## config.mk

```make
export PLATFORM = sky130hd
export DESIGN_NAME = mbox_cmd_if
export DESIGN_NICKNAME = d
export VERILOG_FILES = /design/src/rtl/mbox_pkg.sv /design/src/rtl/mbox_host_port.sv /design/src/rtl/mbox_exec.sv /design/src/rtl/mbox_din_sampler.sv /design/src/rtl/mbox_cmd_if.sv
export SDC_FILE = /design/constraint.sdc
export NUM_CORES = 1
export LEC_CHECK = 0
export ABC_AREA = 1
export BUFFER_PORTS_ARGS = -buffer_cell sky130_fd_sc_hd__buf_2
export CAP_MARGIN = 20
export CORE_ASPECT_RATIO = 0.75
export CORE_MARGIN = 3
export CORE_UTILIZATION = 55
export DETAILED_ROUTE_END_ITERATION = 12
export MAX_ROUTING_LAYER = met4
export PLACE_DENSITY = 0.72
export SETUP_SLACK_MARGIN = 0.15
export SYNTH_ARGS = -nofsm -noshare
export SYNTH_HDL_FRONTEND = slang
export SYNTH_HIERARCHICAL = 1
export SYNTH_SLANG_ARGS = --single-unit
```

## constraint.sdc

```tcl
create_clock -name clk_i -period 3.04 [get_ports clk_i]
set_input_delay 0.608 -clock clk_i [delete_from_list [all_inputs] [get_ports clk_i]]
set_output_delay 0.608 -clock clk_i [all_outputs]
set_load 0.01 [all_outputs]
```

## src/rtl/mbox_pkg.sv

```systemverilog
`timescale 1ns/1ps
package mbox_pkg;
  localparam int BYTE_W = 8;
  localparam int PAR_W  = 16;

  localparam logic [2:0] ADR_PAR_LO = 3'd0;
  localparam logic [2:0] ADR_PAR_HI = 3'd1;
  localparam logic [2:0] ADR_CMD    = 3'd2;
  localparam logic [2:0] ADR_RSV    = 3'd3;
  localparam logic [2:0] ADR_FB_LO  = 3'd4;
  localparam logic [2:0] ADR_FB_HI  = 3'd5;
  localparam logic [2:0] ADR_ECHO   = 3'd6;
  localparam logic [2:0] ADR_DIN    = 3'd7;

  localparam logic [7:0] OP_CLEAR   = 8'h00;
  localparam logic [7:0] OP_SET_OUT = 8'h01;
  localparam logic [7:0] OP_GET_OUT = 8'h02;
  localparam logic [7:0] OP_GET_CFG = 8'h07;
  localparam logic [7:0] OP_PER_BAS = 8'h10;
  localparam logic [7:0] OP_BRST_BS = 8'h14;
  localparam logic [7:0] OP_PWM_EN  = 8'h1F;

  typedef struct packed {
    logic [BYTE_W-1:0] code;
    logic [PAR_W-1:0]  par;
  } cmd_t;
endpackage

```

## src/rtl/mbox_host_port.sv

```systemverilog
`timescale 1ns/1ps
module mbox_host_port
  import mbox_pkg::*;
(
  input  logic              clk_i,
  input  logic              rst_ni,
  input  logic              wr_i,
  input  logic [2:0]        addr_i,
  input  logic [BYTE_W-1:0] wdata_i,
  output logic [BYTE_W-1:0] rdata_o,
  input  logic [PAR_W-1:0]  fb_i,
  input  logic [BYTE_W-1:0] echo_i,
  input  logic [BYTE_W-1:0] samp_i,
  output logic              trig_o,
  output cmd_t              trig_cmd_o
);
  logic [BYTE_W-1:0] par_lo_q, par_hi_q, code_q;

  always_ff @(posedge clk_i or negedge rst_ni) begin
    if (!rst_ni) begin
      par_lo_q <= '0;
      par_hi_q <= '0;
      code_q   <= '0;
    end else if (wr_i) begin
      case (addr_i)
        ADR_PAR_LO: par_lo_q <= wdata_i;
        ADR_PAR_HI: par_hi_q <= wdata_i;
        ADR_CMD:    code_q   <= wdata_i;
        default: ;
      endcase
    end
  end

  // parameter is taken as stored before the trigger write
  assign trig_o          = wr_i && (addr_i == ADR_CMD);
  assign trig_cmd_o.code = wdata_i;
  assign trig_cmd_o.par  = {par_hi_q, par_lo_q};

  always_comb begin
    unique case (addr_i)
      ADR_PAR_LO: rdata_o = par_lo_q;
      ADR_PAR_HI: rdata_o = par_hi_q;
      ADR_CMD:    rdata_o = code_q;
      ADR_RSV:    rdata_o = '0;
      ADR_FB_LO:  rdata_o = fb_i[BYTE_W-1:0];
      ADR_FB_HI:  rdata_o = fb_i[PAR_W-1:BYTE_W];
      ADR_ECHO:   rdata_o = echo_i;
      ADR_DIN:    rdata_o = samp_i;
      default:    rdata_o = '0;
    endcase
  end
endmodule

```

## src/rtl/mbox_exec.sv

```systemverilog
`timescale 1ns/1ps
module mbox_exec
  import mbox_pkg::*;
#(
  parameter int NUM_PWM = 2,
  parameter int LATENCY = 3
) (
  input  logic              clk_i,
  input  logic              rst_ni,
  input  logic              trig_i,
  input  cmd_t              cmd_i,
  output logic [BYTE_W-1:0] echo_o,
  output logic [PAR_W-1:0]  fb_o,
  output logic [BYTE_W-1:0] dout_o
);
  localparam int CW = $clog2(LATENCY + 1);

  logic [CW-1:0]     cnt_q;
  cmd_t              pend_q;
  logic              exec;
  logic [BYTE_W-1:0] echo_q;
  logic [PAR_W-1:0]  fb_q, resp, cfg_val;
  logic [BYTE_W-1:0] dout_q;
  logic [NUM_PWM-1:0] en_q;
  logic [NUM_PWM-1:0][PAR_W-1:0] hi_v, lo_v, br_v;

  // newer trigger wins over the pending one
  assign exec = (cnt_q == CW'(1)) && !trig_i;

  always_ff @(posedge clk_i or negedge rst_ni) begin
    if (!rst_ni) begin
      cnt_q  <= '0;
      pend_q <= '0;
    end else if (trig_i) begin
      cnt_q  <= CW'(LATENCY);
      pend_q <= cmd_i;
    end else if (cnt_q != '0) begin
      cnt_q  <= cnt_q - CW'(1);
    end
  end

  for (genvar ch = 0; ch < NUM_PWM; ch++) begin : g_ch
    localparam logic [7:0] C_HI = OP_PER_BAS + 8'(2 * ch);
    localparam logic [7:0] C_LO = OP_PER_BAS + 8'(2 * ch + 1);
    localparam logic [7:0] C_BR = OP_BRST_BS + 8'(ch);
    logic [PAR_W-1:0] hi_q, lo_q, br_q;

    always_ff @(posedge clk_i or negedge rst_ni) begin
      if (!rst_ni) begin
        hi_q <= '0;
        lo_q <= '0;
        br_q <= '0;
      end else if (exec) begin
        if (pend_q.code == C_HI) hi_q <= pend_q.par;
        if (pend_q.code == C_LO) lo_q <= pend_q.par;
        if (pend_q.code == C_BR) br_q <= pend_q.par;
      end
    end

    assign hi_v[ch] = hi_q;
    assign lo_v[ch] = lo_q;
    assign br_v[ch] = br_q;
  end

  always_ff @(posedge clk_i or negedge rst_ni) begin
    if (!rst_ni) begin
      en_q   <= '0;
      dout_q <= '0;
    end else if (exec) begin
      if (pend_q.code == OP_PWM_EN)  en_q   <= pend_q.par[NUM_PWM-1:0];
      if (pend_q.code == OP_SET_OUT) dout_q <= pend_q.par[BYTE_W-1:0];
    end
  end

  // readback of the setting selected by the parameter low byte
  always_comb begin
    cfg_val = '0;
    if (pend_q.par[7:0] == OP_SET_OUT) cfg_val = {8'h00, dout_q};
    if (pend_q.par[7:0] == OP_PWM_EN)  cfg_val = PAR_W'(en_q);
    for (int ch = 0; ch < NUM_PWM; ch++) begin
      if (pend_q.par[7:0] == 8'(OP_PER_BAS + 8'(2 * ch)))     cfg_val = hi_v[ch];
      if (pend_q.par[7:0] == 8'(OP_PER_BAS + 8'(2 * ch + 1))) cfg_val = lo_v[ch];
      if (pend_q.par[7:0] == 8'(OP_BRST_BS + 8'(ch)))         cfg_val = br_v[ch];
    end
  end

  always_comb begin
    case (pend_q.code)
      OP_GET_OUT: resp = {8'h00, dout_q};
      OP_GET_CFG: resp = cfg_val;
      default:    resp = '0;
    endcase
  end

  always_ff @(posedge clk_i or negedge rst_ni) begin
    if (!rst_ni) begin
      echo_q <= '0;
      fb_q   <= '0;
    end else if (exec) begin
      echo_q <= pend_q.code;
      fb_q   <= resp;
    end
  end

  assign echo_o = echo_q;
  assign fb_o   = fb_q;
  assign dout_o = dout_q;
endmodule

```

## src/rtl/mbox_din_sampler.sv

```systemverilog
`timescale 1ns/1ps
module mbox_din_sampler #(
  parameter int W   = 8,
  parameter int DIV = 12500
) (
  input  logic         clk_i,
  input  logic         rst_ni,
  input  logic [W-1:0] din_i,
  output logic [W-1:0] samp_o
);
  localparam int PW = (DIV > 1) ? $clog2(DIV) : 1;

  logic [W-1:0]  s1_q, s2_q, samp_q;
  logic [PW-1:0] pre_q;
  logic          tick;

  assign tick = (pre_q == PW'(DIV - 1));

  always_ff @(posedge clk_i or negedge rst_ni) begin
    if (!rst_ni) begin
      s1_q   <= '0;
      s2_q   <= '0;
      samp_q <= '0;
      pre_q  <= '0;
    end else begin
      s1_q  <= din_i;
      s2_q  <= s1_q;
      pre_q <= tick ? '0 : pre_q + PW'(1);
      if (tick) samp_q <= s2_q;
    end
  end

  assign samp_o = samp_q;
endmodule

```

## src/rtl/mbox_cmd_if.sv

```systemverilog
`timescale 1ns/1ps
module mbox_cmd_if
  import mbox_pkg::*;
#(
  parameter int NUM_PWM    = 2,
  parameter int LATENCY    = 3,
  parameter int SAMPLE_DIV = 12500
) (
  input  logic       clk_i,
  input  logic       rst_ni,
  input  logic       wr_i,
  input  logic [2:0] addr_i,
  input  logic [7:0] wdata_i,
  output logic [7:0] rdata_o,
  input  logic [7:0] din_i,
  output logic [7:0] dout_o
);
  logic             trig;
  cmd_t             trig_cmd;
  logic [7:0]       echo_w, samp_w;
  logic [PAR_W-1:0] fb_w;

  mbox_host_port u_port (
    .clk_i      (clk_i),
    .rst_ni     (rst_ni),
    .wr_i       (wr_i),
    .addr_i     (addr_i),
    .wdata_i    (wdata_i),
    .rdata_o    (rdata_o),
    .fb_i       (fb_w),
    .echo_i     (echo_w),
    .samp_i     (samp_w),
    .trig_o     (trig),
    .trig_cmd_o (trig_cmd)
  );

  mbox_exec #(.NUM_PWM(NUM_PWM), .LATENCY(LATENCY)) u_exec (
    .clk_i  (clk_i),
    .rst_ni (rst_ni),
    .trig_i (trig),
    .cmd_i  (trig_cmd),
    .echo_o (echo_w),
    .fb_o   (fb_w),
    .dout_o (dout_o)
  );

  mbox_din_sampler #(.W(BYTE_W), .DIV(SAMPLE_DIV)) u_smp (
    .clk_i  (clk_i),
    .rst_ni (rst_ni),
    .din_i  (din_i),
    .samp_o (samp_w)
  );
endmodule

```

; Yosys cells after proc, flatten, opt, wreduce, memory -nomap -nowiden
; Cells that the tools add are included.
; Widths: inputs -> output; s select.
[totals]
romBits = 0
latch_bits = 0
regBits = 218
word_cells = 79
ram_bits = 0
n_memories = 0
[classes]
div = 0
n_reduce_logical = 17
eq_ne = 27
order_cmp = 0
n_addsub = 2
n_mul = 0
n_bitwise = 0
muxes = 13
shift = 0
[op_table]
columns = op, n
row1 = $eq 8x5->1 const B, 14
row2 = $mux 16, 6
row3 = $pmux 8 s8, 1
row4 = $pmux 16 s2, 1
row5 = $reduce_and 2->1, 11
row6 = $eq 8x1->1 const B, 2
row7 = $mux 8, 2
row8 = $add 14x1->14 const B, 1
row9 = $eq 14x14->1 const B, 1
row10 = $mux 14, 1
row11 = $eq 3x3->1 const B, 4
row12 = $eq 8x2->1 const B, 1
row13 = $eq 8x3->1 const B, 1
row14 = $eq 3x2->1 const B, 2
row15 = $mux 2, 2
row16 = $reduce_bool 2->1, 2
row17 = $eq 3x1->1 const B, 1
row18 = $logic_not 3->1, 1
row19 = $eq 2x1->1 const B, 1
row20 = $logic_and 1x1->1, 2
row21 = $sub 2x1->2 const B, 1
row22 = $logic_not 1->1, 1

; Depth between registers and ports, before layout
[logic_depth]
depth_word = 10
depth_mapped = 15
depth_no_buf = 12

; By module
; The synthesis kept the hierarchy.
[by_module_without_submodules]
columns = module, n_inst, area_each_um2, cells_each, seq_area_each_um2
row1 = mbox_exec, 1, 6915.4, 816, 3903.7
row2 = mbox_host_port, 1, 1605.3, 216, 600.6
row3 = mbox_din_sampler, 1, 1517.7, 159, 950.9

; Least setup slack after synthesis
; Ideal clock, no wire load.
[synth_timing]
kind = input-to-reg
start = in addr_i[1]
end = reg u_exec.dout_q[6] (netlist: u_exec/dout_o[6])
t_arrival_ns = 2.357
t_required_ns = 2.917
path_buffers = 3
setup_slack_ns = 0.560
stages = 14
cell_sequence = inv_1 -> nor3_2 -> nand2_2 -> buf_2 -> inv_1 -> inv_2 -> nand2_2 -> inv_2 -> nand2_1 -> or4_1 -> buf_2 -> buf_6 -> nand2_1 -> o21ai_2
[synth_between]
elab_chain_cells = 5
[synth_lines]
columns = item, line
row1 = from (decl), mbox_cmd_if.sv:12  ; input logic [2:0] addr_i,
row2 = $eq 3x2->1, mbox_host_port.sv:35  ; assign trig_o = wr_i && (addr_i == ADR_CMD);
row3 = $logic_and 1x1->1, mbox_host_port.sv:35
row4 = via trig, mbox_cmd_if.sv:18  ; logic trig;
row5 = $logic_not 1->1, mbox_exec.sv:28  ; assign exec = (cnt_q == CW'(1)) && !trig_i;
row6 = $logic_and 1x1->1, mbox_exec.sv:28
row7 = $reduce_and 2->1 (no line), -
row8 = to (signal assigned), mbox_exec.sv:71  ; if (pend_q.code == OP_SET_OUT) dout_q <= pend_q.par[BYTE_W-1:0];
row9 = to (decl), mbox_exec.sv:23  ; logic [BYTE_W-1:0] dout_q;
; The timed path passes the listed nets, and every way through them passes these cells.
; A chain may end at the register's enable or synchronous reset.

; Worst setup path in the final report
[layout_timing]
start = in addr_i[2]
end = out rdata_o[0]
[layout_between]
elab_chain_cells = 2
elab_cells_between_ends = 9
cone_classes = eq/ne (7) / mux (1) / reduce/logical (1)
[layout_lines]
columns = item, line
row1 = "$eq 3x3->1, or another cell as far along", mbox_host_port.sv:40  ; unique case (addr_i)
row2 = $pmux 8 s8 *, mbox_host_port.sv:40
row3 = to (decl), mbox_cmd_if.sv:14  ; output logic [7:0] rdata_o,
; Every way passes the cells marked *; elsewhere a longest branch is shown, timed or not.

==> reports/metrics.cfg <==
[run_status]
status = complete, no violations

[power]
switching_power_uw = 2300
comb_power_share = 0.160
power.leakage_uw = 0.005513
sw_frac_of_total = 0.2923
pwr-share-clk = 0.375
power.internal_uw = 5568
max-vdd-ir-drop_uv = 447.2
cellPowerDensity_nw_per_um2 = 700.1
p_seq_frac = 0.465

[floorplanning]
core_region_area_um2 = 17760
start_util = 0.5652
fp.dieW_um = 162
die_h_um = 123
dieArea_um2 = 19930
ios = 38
row_count = 42

[logic_synthesis]
synth_flop_cell = dfrtp_1
synth_area_um2 = 10040
synth_top_cell_area_share = 0.5434
yosys-top-cells-area = dfrtp_1 54%, nand2_1 13%, o21ai_0 7.4%
ys_types = 38
synth_nets = 1216
synth_common_cells = 351 x nand2_1, 218 x dfrtp_1, 148 x o21ai_0
synth_edf_count = 0
yosysWarnings = 6
synth_area_leader_cell = dfrtp_1
synth_most_common_cell = nand2_1
syn_inst = 1191
syn_area_per_cell_um2 = 8.429
seq_area_frac_synth = 0.5434
ys_ff_latch = 218
async_flop_share = 1.000

[run]
cap_viol_max_count = 0

[global_routing]
grt_pass1_wl_um = 39760
globalRouteTotalUtil = 0.2621
grt_max_degree = 81
antenna_found_initial = 0
first_global_vias = 7278
gr-total-overflow = 0

[clock_network]
root_buffer = clkbuf_16
clk_pin_slew_ps = 60
post_cts_buffers = 0
cts_tree = done
cts_buffers = 22
clkLatencyLatePin_ps = 510
cts.sinks = 218
ctsResizeCount = 0
cts_buffer_depth = 3
htreeDepth = 1
cts_hold_buf = 0

[route]
dr.pass1.iters = 5
ant_nets = 0
via_per_inst = 5.430
via_count = 7999
drt_wl_total_um = 24880
wl_per_cell_um = 16.89
drtIter0Drc = 884
drc = 0

[placement]
place_congestion = 0.9603
port_buffers = 37
dp_hpwl_um = 16900

[sta]
rsz0062_at_grt = no
slew-limit-headroom = 0.5539
worst_slew_pin_slew_ps = 663.6
period_share = 0.8725
setup_viol = 0
slew_violations = 0
hold_viol_final = 0
period_needed_ps = 2652
fin_skew_ps = 16.55
fmax_mhz = 377.0
setup_tns_ps = 0

[critical_path]
endpoint_kind = primary output
crit_arrival_ps = 2040
r2r_slack_ps = 850
crit_type = input port to primary output
path_max_fanout = 17
r2r-end = u_exec/dout_o[5]
r2r_cells = 8
r2r-start = u_exec/cnt_q[1]
cp-start-kind = input port
crit_required_ps = 2430

[layout]
diodes = 0
utilization = 0.6326
syn_to_final_growth_pct = 11.94
drive_gt1_frac = 0.1227
fill_cells = 1613
nets = 1241

[worst_hold_path]
min_path_type = input port to async pin

==> per-stage QoR <==
stage / power (uW) / instances / area [um^2] / setup slack [ps] / hold slack, ps
2_1_floorplan: 4427 / 1191 / 10040 / 559.7 / 312.4
3_3_place_gp: 4903 / 1434 / 10430 / 436.8 / 332.2
3_5_place_dp: 4944 / 1434 / 10430 / 418.7 / 335.6
4_1_cts: 7925 / 1473 / 11240 / 408.8 / 115.9
5_1_grt: 8261 / 1473 / 11240 / 266.4 / 118.9
6_report: 7867 / 1473 / 11240 / 387.7 / 85.64
==> layout make-up <==
class / count / area, um^2 / area share
clock buffers: 28 / 603.1 / 0.05367
flip-flops and latches: 218 / 5455 / 0.4855
inverters: 118 / 447.9 / 0.03986
well taps: 242 / 302.8 / 0.02695
repair buffers: 61 / 412.9 / 0.03674
clock inverters: 11 / 200.2 / 0.01782
multi-input cells: 795 / 3815 / 0.3395
==> worst max-delay path by stage <==
stage | from | end | slack (ps) | depth (start not counted)
after floorplan | addr_i[1] | u_exec/dout_o[6] | 560 | 14
after global placement | addr_i[2] | rdata_o[0] | 440 | 7
after detailed placement | addr_i[2] | rdata_o[0] | 420 | 7
after CTS | addr_i[2] | rdata_o[0] | 410 | 7
after global routing | addr_i[2] | rdata_o[4] | 270 | 7
final | addr_i[2] | rdata_o[0] | 390 | 7
==> power by group through the flow <==
stage / sequential (uW) / clock, uW / combinational (uW)
after floorplan: 3590 / 0 / 838
after global placement: 3690 / 0 / 1220
after detailed placement: 3690 / 0 / 1250
after CTS: 3650 / 3010 / 1260
after global routing: 3700 / 3130 / 1430
final: 3660 / 2950 / 1260
==> critical path, stage by stage <==
cell and delay (ps):
buf_2 290, clkinv_1 490, nand3_1 240, nand2_1 70
inv_1 90, nand3_1 100, buf_2 160
==> cell families (layout without fill, tap and decap cells) <==
family          after synthesis  after routing  share of synthesized area
buf+inv                     178            218                    0.07653
simple gates                570            570                     0.2570
fa+ha+maj                     3              3                   0.003740
flops                       218            218                     0.5434
compound gates              215            215                     0.1132
xor+xnor                      7              7                   0.006108
==> flip-flops by register name, indices dropped and copies added, names as in the netlist <==
| signal | count |
|---|---|
| u_exec/pend_q | 24 |
| u_exec/g_ch.hi_q | 32 |
| u_exec/g_ch.lo_q | 32 |
| u_exec/en_q | 2 |
| u_smp/s1_q | 8 |
| u_smp/s2_q | 8 |
| u_exec/echo_o | 8 |
| u_exec/dout_o | 8 |
| u_exec/cnt_q | 2 |
| u_port/par_hi_q | 8 |
| u_smp/pre_q | 14 |
| u_exec/fb_o | 16 |
| u_port/code_q | 8 |
| u_smp/samp_o | 8 |
| u_port/par_lo_q | 8 |
| u_exec/g_ch.br_q | 32 |
==> metal layers <==
metal | track usage | part of all wire | vias up | wire [um]
met5 | - | 0 | - | 0
met4 | 0.05274 | 0.015 | 0 | 380
met3 | 0.03550 | 0.061 | 27 | 1514
met2 | 0.3861 | 0.45 | 222 | 11160
met1 | 0.3944 | 0.48 | 3849 | 11820
li1 | - | - | 3901 | -
==> layout by cell type, fill, tap and decap left out, types with 2 or more instances in the layout <==
cell	Yosys	routed
o21ai_1	26	26
nand4_2	2	2
buf_4	12	21
clkbuf_8	0	3
buf_12	0	3
nor2_1	70	70
xor2_1	5	5
nand2_4	2	2
nor2_4	4	4
o21ai_2	16	16
xnor2_1	2	2
clkbuf_16	0	22
buf_2	10	36
nor3_2	2	2
ha_1	3	3
nor3_1	3	3
clkinv_2	0	2
a21oi_1	25	25
bufinv_16	0	5
clkbuf_1	31	3
nand3_4	2	2
o21ai_0	148	148
nand2_1	351	351
nand3b_1	7	7
nand4_1	43	43
clkinvlp_4	0	2
nor3_4	2	2
inv_2	9	9
nor2_2	3	3
nand2_2	6	6
nand3_1	66	66
inv_1	107	107
dfrtp_1	218	218
(Power assumes the default switching activity.)
